File: config.mk
export PLATFORM = sky130hd
export DESIGN_NAME = csdec_decoder
export DESIGN_NICKNAME = d
export VERILOG_FILES = /design/src/rtl/csdec_pkg.sv /design/src/rtl/csdec_cfg_regs.sv /design/src/rtl/csdec_region_match.sv /design/src/rtl/csdec_align_check.sv /design/src/rtl/csdec_decoder.sv
export SDC_FILE = /design/constraint.sdc
export NUM_CORES = 1
export LEC_CHECK = 0
export ABC_AREA = 1
export BUFFER_PORTS_ARGS = -buffer_cell sky130_fd_sc_hd__clkbuf_2
export CAP_MARGIN = 20
export CORE_ASPECT_RATIO = 2
export CORE_MARGIN = 3
export CORE_UTILIZATION = 58
export DETAILED_ROUTE_END_ITERATION = 7
export HOLD_SLACK_MARGIN = 0.05
export PLACE_DENSITY = 0.82
export SYNTH_ARGS = -nofsm -noshare
export SYNTH_HDL_FRONTEND = slang
export SYNTH_SLANG_ARGS = --single-unit
File: constraint.sdc
create_clock -name clk -period 7.9 [get_ports clk]
set_clock_uncertainty 0.1 [all_clocks]
set_input_delay 0.79 -clock clk [delete_from_list [all_inputs] [get_ports clk]]
set_output_delay 0.79 -clock clk [all_outputs]
set_load 0.01 [all_outputs]
File: src/rtl/csdec_pkg.sv
package csdec_pkg;

    // Configuration register index encoding
    typedef enum logic [1:0] {
        CFG_SIZE0 = 2'd0,
        CFG_SIZE1 = 2'd1,
        CFG_BASE1 = 2'd2,
        CFG_SPARE = 2'd3
    } cfg_idx_e;

    localparam int unsigned DEF_ADDR_W     = 30;
    localparam int unsigned DEF_SIZE_W     = 10;
    localparam int unsigned DEF_UNIT_LG2   = 21;  // 2 MB size unit
    localparam int unsigned DEF_COARSE_W   = 4;
    localparam int unsigned DEF_COARSE_LG2 = 27;  // 128 MB step
    localparam int unsigned DEF_FINE_W     = 2;
    localparam int unsigned DEF_FINE_LG2   = 25;  // 32 MB step

endpackage

File: src/rtl/csdec_cfg_regs.sv
module csdec_cfg_regs
    import csdec_pkg::*;
#(
    parameter int unsigned SIZE_W   = DEF_SIZE_W,
    parameter int unsigned COARSE_W = DEF_COARSE_W,
    parameter int unsigned FINE_W   = DEF_FINE_W,
    parameter logic [SIZE_W-1:0] SIZE0_RST = 10'h010
) (
    input  logic                clk,
    input  logic                rst_n,
    input  logic                we,
    input  logic [1:0]          idx,
    input  logic [SIZE_W-1:0]   wdata,
    output logic [SIZE_W-1:0]   size0,
    output logic [SIZE_W-1:0]   size1,
    output logic [COARSE_W-1:0] coarse,
    output logic [FINE_W-1:0]   fine
);

    typedef struct packed {
        logic [SIZE_W-1:0]   size0;
        logic [SIZE_W-1:0]   size1;
        logic [COARSE_W-1:0] coarse;
        logic [FINE_W-1:0]   fine;
    } cfg_t;

    cfg_t cfg_d, cfg_q;

    always_comb begin
        cfg_d = cfg_q;
        if (we) begin
            case (cfg_idx_e'(idx))
                CFG_SIZE0: cfg_d.size0 = wdata;
                CFG_SIZE1: cfg_d.size1 = wdata;
                CFG_BASE1: begin
                    cfg_d.fine   = wdata[FINE_W-1:0];
                    cfg_d.coarse = wdata[FINE_W +: COARSE_W];
                end
                default: ;
            endcase
        end
    end

    always_ff @(posedge clk or negedge rst_n) begin
        if (!rst_n) begin
            cfg_q.size0  <= SIZE0_RST;
            cfg_q.size1  <= '0;
            cfg_q.coarse <= '0;
            cfg_q.fine   <= '0;
        end else begin
            cfg_q <= cfg_d;
        end
    end

    assign size0  = cfg_q.size0;
    assign size1  = cfg_q.size1;
    assign coarse = cfg_q.coarse;
    assign fine   = cfg_q.fine;

endmodule

File: src/rtl/csdec_region_match.sv
module csdec_region_match
    import csdec_pkg::*;
#(
    parameter int unsigned ADDR_W   = DEF_ADDR_W,
    parameter int unsigned EXT_W    = DEF_ADDR_W + 3,
    parameter int unsigned SIZE_W   = DEF_SIZE_W,
    parameter int unsigned UNIT_LG2 = DEF_UNIT_LG2
) (
    input  logic [EXT_W-1:0]  start,
    input  logic [SIZE_W-1:0] size_code,
    input  logic [ADDR_W-1:0] addr,
    output logic              hit,
    output logic [ADDR_W-1:0] offset
);

    logic [EXT_W-1:0] addr_ext;
    logic [EXT_W-1:0] size_bytes;
    logic [EXT_W-1:0] end_bytes;
    logic [EXT_W-1:0] diff;

    always_comb begin
        addr_ext   = EXT_W'(addr);
        size_bytes = EXT_W'(size_code) << UNIT_LG2;
        end_bytes  = start + size_bytes;
        diff       = addr_ext - start;
        hit        = (size_code != '0) && (addr_ext >= start) && (addr_ext < end_bytes);
        offset     = diff[ADDR_W-1:0];
    end

endmodule

File: src/rtl/csdec_align_check.sv
module csdec_align_check
    import csdec_pkg::*;
#(
    parameter int unsigned EXT_W    = DEF_ADDR_W + 3,
    parameter int unsigned SIZE_W   = DEF_SIZE_W,
    parameter int unsigned UNIT_LG2 = DEF_UNIT_LG2
) (
    input  logic [EXT_W-1:0]  start,
    input  logic [SIZE_W-1:0] size_code,
    output logic              misaligned
);

    localparam logic [EXT_W-1:0] LOW_ONES = (EXT_W'(1) << UNIT_LG2) - EXT_W'(1);

    logic [SIZE_W-1:0] smear;
    logic [EXT_W-1:0]  mask_bytes;

    // Mask of the size rounded up to a power of two, minus one
    always_comb begin
        smear = size_code - SIZE_W'(1);
        for (int i = SIZE_W - 2; i >= 0; i--) begin
            smear[i] = smear[i] | smear[i+1];
        end
        mask_bytes = (EXT_W'(smear) << UNIT_LG2) | LOW_ONES;
        misaligned = (size_code != '0) && ((start & mask_bytes) != '0);
    end

endmodule

File: src/rtl/csdec_decoder.sv
module csdec_decoder
    import csdec_pkg::*;
#(
    parameter int unsigned ADDR_W     = DEF_ADDR_W,
    parameter int unsigned SIZE_W     = DEF_SIZE_W,
    parameter int unsigned UNIT_LG2   = DEF_UNIT_LG2,
    parameter int unsigned COARSE_W   = DEF_COARSE_W,
    parameter int unsigned COARSE_LG2 = DEF_COARSE_LG2,
    parameter int unsigned FINE_W     = DEF_FINE_W,
    parameter int unsigned FINE_LG2   = DEF_FINE_LG2
) (
    input  logic              clk,
    input  logic              rst_n,
    input  logic              cfg_we,
    input  logic [1:0]        cfg_idx,
    input  logic [SIZE_W-1:0] cfg_wdata,
    input  logic              req_valid,
    input  logic [ADDR_W-1:0] req_addr,
    output logic              rsp_valid,
    output logic [1:0]        rsp_cs,
    output logic              rsp_err,
    output logic [ADDR_W-1:0] rsp_offset,
    output logic              cfg_err,
    output logic              overlap
);

    localparam int unsigned NUM_CS = 2;
    localparam int unsigned EXT_W  = ADDR_W + 3;

    typedef struct packed {
        logic                rsp_valid;
        logic [NUM_CS-1:0]   rsp_cs;
        logic                rsp_err;
        logic [ADDR_W-1:0]   rsp_offset;
        logic                cfg_err;
        logic                overlap;
    } state_t;

    state_t st_d, st_q;

    logic [SIZE_W-1:0]   size0, size1;
    logic [COARSE_W-1:0] coarse;
    logic [FINE_W-1:0]   fine;
    logic [EXT_W-1:0]    base1;
    logic                misaligned;

    logic [EXT_W-1:0]    reg_start [NUM_CS];
    logic [SIZE_W-1:0]   reg_size  [NUM_CS];
    logic [NUM_CS-1:0]   reg_hit;
    logic [ADDR_W-1:0]   reg_off   [NUM_CS];

    csdec_cfg_regs #(
        .SIZE_W   (SIZE_W),
        .COARSE_W (COARSE_W),
        .FINE_W   (FINE_W),
        .SIZE0_RST(SIZE_W'(16))
    ) u_cfg (
        .clk   (clk),
        .rst_n (rst_n),
        .we    (cfg_we),
        .idx   (cfg_idx),
        .wdata (cfg_wdata),
        .size0 (size0),
        .size1 (size1),
        .coarse(coarse),
        .fine  (fine)
    );

    assign base1 = (EXT_W'(coarse) << COARSE_LG2) + (EXT_W'(fine) << FINE_LG2);

    assign reg_start[0] = '0;
    assign reg_start[1] = base1;
    assign reg_size[0]  = size0;
    assign reg_size[1]  = size1;

    for (genvar g = 0; g < NUM_CS; g++) begin : g_region
        csdec_region_match #(
            .ADDR_W  (ADDR_W),
            .EXT_W   (EXT_W),
            .SIZE_W  (SIZE_W),
            .UNIT_LG2(UNIT_LG2)
        ) u_match (
            .start    (reg_start[g]),
            .size_code(reg_size[g]),
            .addr     (req_addr),
            .hit      (reg_hit[g]),
            .offset   (reg_off[g])
        );
    end

    csdec_align_check #(
        .EXT_W   (EXT_W),
        .SIZE_W  (SIZE_W),
        .UNIT_LG2(UNIT_LG2)
    ) u_align (
        .start     (base1),
        .size_code (size1),
        .misaligned(misaligned)
    );

    logic [NUM_CS-1:0] usable;
    logic [EXT_W-1:0]  end0;

    always_comb begin
        st_d = st_q;

        // Device 1 is unusable while misaligned or after a sticky error
        usable    = reg_hit;
        usable[1] = reg_hit[1] & ~(misaligned | st_q.cfg_err);

        end0         = EXT_W'(size0) << UNIT_LG2;
        st_d.cfg_err = st_q.cfg_err | misaligned;
        st_d.overlap = (size0 != '0) && (size1 != '0) && (base1 < end0);

        st_d.rsp_valid  = req_valid;
        st_d.rsp_cs     = '0;
        st_d.rsp_err    = 1'b0;
        st_d.rsp_offset = '0;
        if (req_valid) begin
            // Lowest index wins
            for (int i = NUM_CS - 1; i >= 0; i--) begin
                if (usable[i]) begin
                    st_d.rsp_cs     = NUM_CS'(1) << i;
                    st_d.rsp_offset = reg_off[i];
                end
            end
            st_d.rsp_err = (usable == '0);
        end
    end

    always_ff @(posedge clk or negedge rst_n) begin
        if (!rst_n) begin
            st_q <= '0;
        end else begin
            st_q <= st_d;
        end
    end

    assign rsp_valid  = st_q.rsp_valid;
    assign rsp_cs     = st_q.rsp_cs;
    assign rsp_err    = st_q.rsp_err;
    assign rsp_offset = st_q.rsp_offset;
    assign cfg_err    = st_q.cfg_err;
    assign overlap    = st_q.overlap;

endmodule

Word level (Yosys, flattened, before mapping). Index checks and enable logic that the tools add are counted.

Add/sub/neg operators: 4. Muxes and demuxes: 5. Equality and inequality tests: 2. Bitwise logic cells: 13. Order comparisons: 5. Reductions and logical operators: 15.

Operators with widths (count): 2-to-1 mux 30 bit (2); adder 32 x 31 -> 33 bit (1); < comparator 30 x 33 -> 1 bit (1); 2-to-1 mux 33 bit (1); nonzero test 33 bit (1); adder 31 x 27 -> 32 bit (1); bitwise AND 32 x 31 -> 32 bit (1); greater-or-equal comparator 30 x 32 -> 1 bit (1); < comparator 32 x 31 -> 1 bit (1); < comparator 30 x 31 -> 1 bit (1); greater-or-equal comparator 30 x 1 -> 1 bit (second input constant) (1); subtractor 30 bit (1); nonzero test 10 bit (2); bitwise OR 1 bit (10); subtractor 10 x 1 -> 10 bit (second input constant) (1); logical AND 1 bit (7); AND reduction 2 bit (3); zero test 2 bit (2); 2-to-1 mux 2 bit (2); equality test 2 x 1 -> 1 bit (second input constant) (1); equality test 2 bit (second input constant) (1); bitwise AND 1 bit (1); inverter 1 bit (1).

Word-level logic and storage cells: 54. Bits of input ports: 46. Output and inout bits: 36. Flip-flop bits (word level): 62.

Depth between registers and ports, before layout.
Depth in word-level cells: 19. Mapped depth: 17. Depth with buffers taken out: 16.

Modules after synthesis. Synthesis repeated with hierarchy kept, for this count alone.

Cell total of the unflattened synthesis: 1331. Area, all modules: 8574.5 µm².

Modules (own cells, without submodules): csdec_region_match at g_region[0].u_match (sequential area each 0.0 µm², cells an instance 468, area an instance 2728.9 µm², instances 1); csdec_region_match at g_region[1].u_match (sequential area each 0.0 µm², cells an instance 462, area an instance 2652.5 µm², instances 1); csdec_decoder (sequential area each 900.9 µm², cells an instance 191, area an instance 1604.0 µm², instances 1); csdec_cfg_regs (sequential area each 651.9 µm², cells an instance 117, area an instance 1099.8 µm², instances 1); csdec_align_check (sequential area each 0.0 µm², cells an instance 93, area an instance 489.2 µm², instances 1).

Least setup slack after synthesis. OpenSTA, ideal clock, no wires.

Kind: reg2reg. From: reg, netlist name u_cfg.fine[0]. To: reg st_q (netlist bit rsp_offset[21]). Period minus slack after synthesis: 2.739 ns. Library setup time: 0.068 ns. Data arrival time: 2.572 ns. Stages on the path, launching flop included: 17. Buffers on the path: 1. Required time: 7.732 ns. Setup slack: 5.161 ns. Cell sequence: dfrtp_1 > ha_1 > fa_1 > inv_1 > ha_1 > a21oi_1 > nor2_1 > nor3b_1 > nand2_1 > nand2_1 > nand2_1 > a21oi_1 > nand4_2 > nand2_2 > nand2_4 > buf_12 > nor2_4.

RTL lines: end signal, assigned (RTL line csdec_decoder.sv:135) `st_q <= st_d;`; end, declared (RTL line csdec_decoder.sv:39) `state_t st_d, st_q;`.

==> impl_metrics.yaml <==
drt:
  firstDrtPassIters: 5
  routedWlPerCell_um: 14.15
  wl_mm: 8.139
  drtAntennaViolNets: 0
  route.vias.total: 2997
  vias_per_cell: 5.212
  dr.first_iter.drc_count: 142
  drc: 0
grt:
  antenna_found_initial: 0
  grt_usage_pct: 25.52
  grt_max_degree: 63
  grt_pass1_vias: 2974
  grt-ovfl-total: 0
  grt_first_pass_wirelength_mm: 13.26
sta:
  tns_ns: 0
  worst_pin_slew_ns: 0.7417
  maxSlewHeadroom_pct: 50.55
  timing.final.crit_share_pct: 40.08
  layout_setup_ws_ns: 4.734
  period_minus_slack_ns: 3.166
  final_hold_viol_count: 0
  maxSlewViolCount: 0
  final-setup-viol-count: 0
  rsz0062_at_grt: "false"
  max_freq_ghz: 0.3158
clocking:
  cts.repair.resized: 0
  post_cts_buffers: 0
  clock-sinks: 62
  clk_path_buf_depth: 2
  clk_pin_slew_worst_paths_ns: 0.05
  cts_root_buf: "clkbuf_16"
  cts_tree: "yes"
  htree_levels: 3
  clk_latency_ns: 0.34
  numCtsBuffers: 9
  hold_buffers: 0
worst_setup_path:
  path_max_fanout: 25
  cpLargestDelayFamily: "simple AND/OR/NAND/NOR gates"
  max_stage_delay_ns: 0.48
  cp_slowest_cell: "fa_1"
  worstSetupPathType: "reg -> reg"
  cp_data_arrival_time_ns: 3.31
  end_kind: "flip-flop"
  path_buf_inv: 1
  crit_required_ns: 8.05
  crit_chain: "ha_1 -> fa_1 -> inv_1 -> ha_1 -> a21oi_1 -> nor2_1 -> nor3b_1 -> nand2_1 -> nand2_1 -> nand2_1 -> a21oi_1 -> nand4_2 -> nand2_2 -> nand2_4 -> nor2_1"
  cpMostUsedCell: "nand2_1"
  cp-start-kind: "flip-flop"
worst_hold_path:
  hp-class: "reg -> reg"
placement:
  gp_congestion: 0.9581
  io_buffer_count: 81
  dp_slack_ns: 4.763
  hpwlAfterDp_mm: 6.385
synth:
  synth_top_cell_by_area: "dfrtp_1"
  ys_seq_area_share_pct: 43.44
  synth_area_mm2: 0.003575
  synth_top_area_share_pct: 42.70
  synthTopCellsByArea: "dfrtp_1 (43%), ha_1 (12%), nand2_1 (8.7%)"
  ys_top_cells_by_count: "nand2_1 (83), inv_1 (79), dfrtp_1 (61), nor2_1 (34), ha_1 (33)"
  dominantRegCellSynth: "dfrtp_1"
  synth_most_common_cell: "nand2_1"
  syn_inst: 423
  syn_nets: 504
  synth_cell_types: 33
  synth-seq-cells: 62
  ys_async_sr_fraction_pct: 100.0
  synth-edff-count: 0
  syn_avg_cell_area_um2: 8.451
  yosysWarnings: 0
floorplan:
  num_io_pins: 82
  die_width_um: 61.51
  core_area_mm2: 0.005856
  start_util_pct: 61.05
  die_area_mm2: 0.007198
  die_h_um: 117.0
  rows: 39
power:
  irDropWorstVdd_mv: 0.1778
  p_leak_nw: 2.416
  power.density_mw_per_mm2: 247.8
  clockPowerShare_pct: 35.4
  swShare_pct: 32.60
  power_switching_uw: 347.3
  seqPwrFrac_pct: 36.9
  p_comb_share_pct: 27.7
  cell_internal_pwr_uw: 717.9
layout:
  num-fill-cells: 461
  finish.net_count: 590
  drive_above_1_share_pct: 24.32
  synthToLayoutAreaGrowth_pct: 20.23
  antenna_cells: 0
status:
  status: "complete, no violations"
flow_run:
  cap_viol_max_count: 0
-- kinds of logic after synthesis --
family / synth area share (%)
AO/OA/AOI/OAI: 8.085
XOR/XNOR: 1.470
adder cells (fa/ha/maj): 12.67
buffers and inverters: 9.695
flip-flops: 43.44
AND/OR/NAND/NOR: 24.64
-- metrics by stage --
stage | total power [mW] | util [%] | area, um^2 | instances | hold slack, ns
after floorplan | 0.6002 | - | 3575 | 423 | 0.3530
after global placement | 0.6816 | 68.55 | 4014 | 559 | 0.3717
after detailed placement | 0.6920 | 68.55 | 4014 | 559 | 0.3777
after CTS | 1.069 | 73.40 | 4298 | 575 | 0.3894
after global routing | 1.136 | 73.40 | 4298 | 575 | 0.3986
final | 1.065 | 73.40 | 4298 | 575 | 0.3871
-- tightest hold or removal path, stage by stage (launching register included) --
cell and delay, ns:
dfrtp_1 0.34, nand2_1 0.05, o21ai_0 0.06
-- placed cells by master, fill, tap and decap left out, drive strengths merged --
cell type / count
a211oi: 1
a21boi: 1
a21oi: 13
and2: 1
buf: 1
bufinv: 1
clkbuf: 93
clkinv: 2
clkinvlp: 1
dfrtp: 61
dfstp: 1
fa: 2
ha: 33
inv: 79
nand2: 86
nand3: 13
nand3b: 2
nand4: 9
nor2: 59
nor3: 5
nor3b: 1
nor4: 3
o211ai: 2
o21ai: 33
o21bai: 3
o22ai: 1
or2: 1
xnor2: 2
xor2: 4
-- power by group through the flow --
stage                     sequential [mW]  clock [mW]  combinational [mW]
after CTS                           0.393       0.380               0.297
final                               0.393       0.377               0.296
after global routing                0.399       0.397               0.341
after detailed placement            0.398           0               0.294
after floorplan                     0.399           0               0.201
after global placement              0.397           0               0.285
-- registers in the layout, summed over array words and instances, names as in the netlist --
| register | flops |
|---|---|
| overlap | 1 |
| rsp_err | 1 |
| cfg_err | 1 |
| u_cfg.fine | 2 |
| u_cfg.size1 | 10 |
| rsp_cs | 2 |
| u_cfg.size0 | 10 |
| rsp_valid | 1 |
| u_cfg.coarse | 4 |
| rsp_offset | 30 |
-- final cells by class --
cell class / instances / area, um^2 / area share, %
well taps: 61 / 76.32 / 1.776
flip-flops and latches: 62 / 1553 / 36.13
multi-input cells: 275 / 1675 / 38.98
inverters: 79 / 296.5 / 6.900
clock inverters: 4 / 47.55 / 1.106
repair buffers: 82 / 412.9 / 9.607
clock buffers: 12 / 236.5 / 5.502
-- path summary, 6_finish.rpt --
| check | from | to | slack, ns | cells after the start |
|---|---|---|---|---|
| worst max-delay path | u_cfg.fine[0]$_DFFE_PN0P_ | rsp_offset[3]$_DFF_PN0_ | 4.73 | 15 |
| worst min-delay path | u_cfg.size0[8]$_DFFE_PN0P_ | u_cfg.size0[8]$_DFFE_PN0P_ | 0.39 | 2 |
| worst max register to register | u_cfg.fine[0]$_DFFE_PN0P_ | rsp_offset[3]$_DFF_PN0_ | 4.73 | 15 |
| worst min register to register | u_cfg.size0[8]$_DFFE_PN0P_ | u_cfg.size0[8]$_DFFE_PN0P_ | 0.39 | 2 |
| max in group asynchronous | rst_n | u_cfg.size1[8]$_DFFE_PN0P_ | 6.70 | 2 |
| min in group asynchronous | rst_n | rsp_offset[20]$_DFF_PN0_ | 0.51 | 2 |
-- layer usage --
layer  vias to the layer above  track usage (%)  wire [um]
li1                       1504                -          -
met2                        93            46.33       4506
met5                         -                0          0
met3                        24            6.696        422
met1                      1376            23.45       2799
met4                         0            16.43        411
No activity file was read; power rests on OpenSTA's default activity.
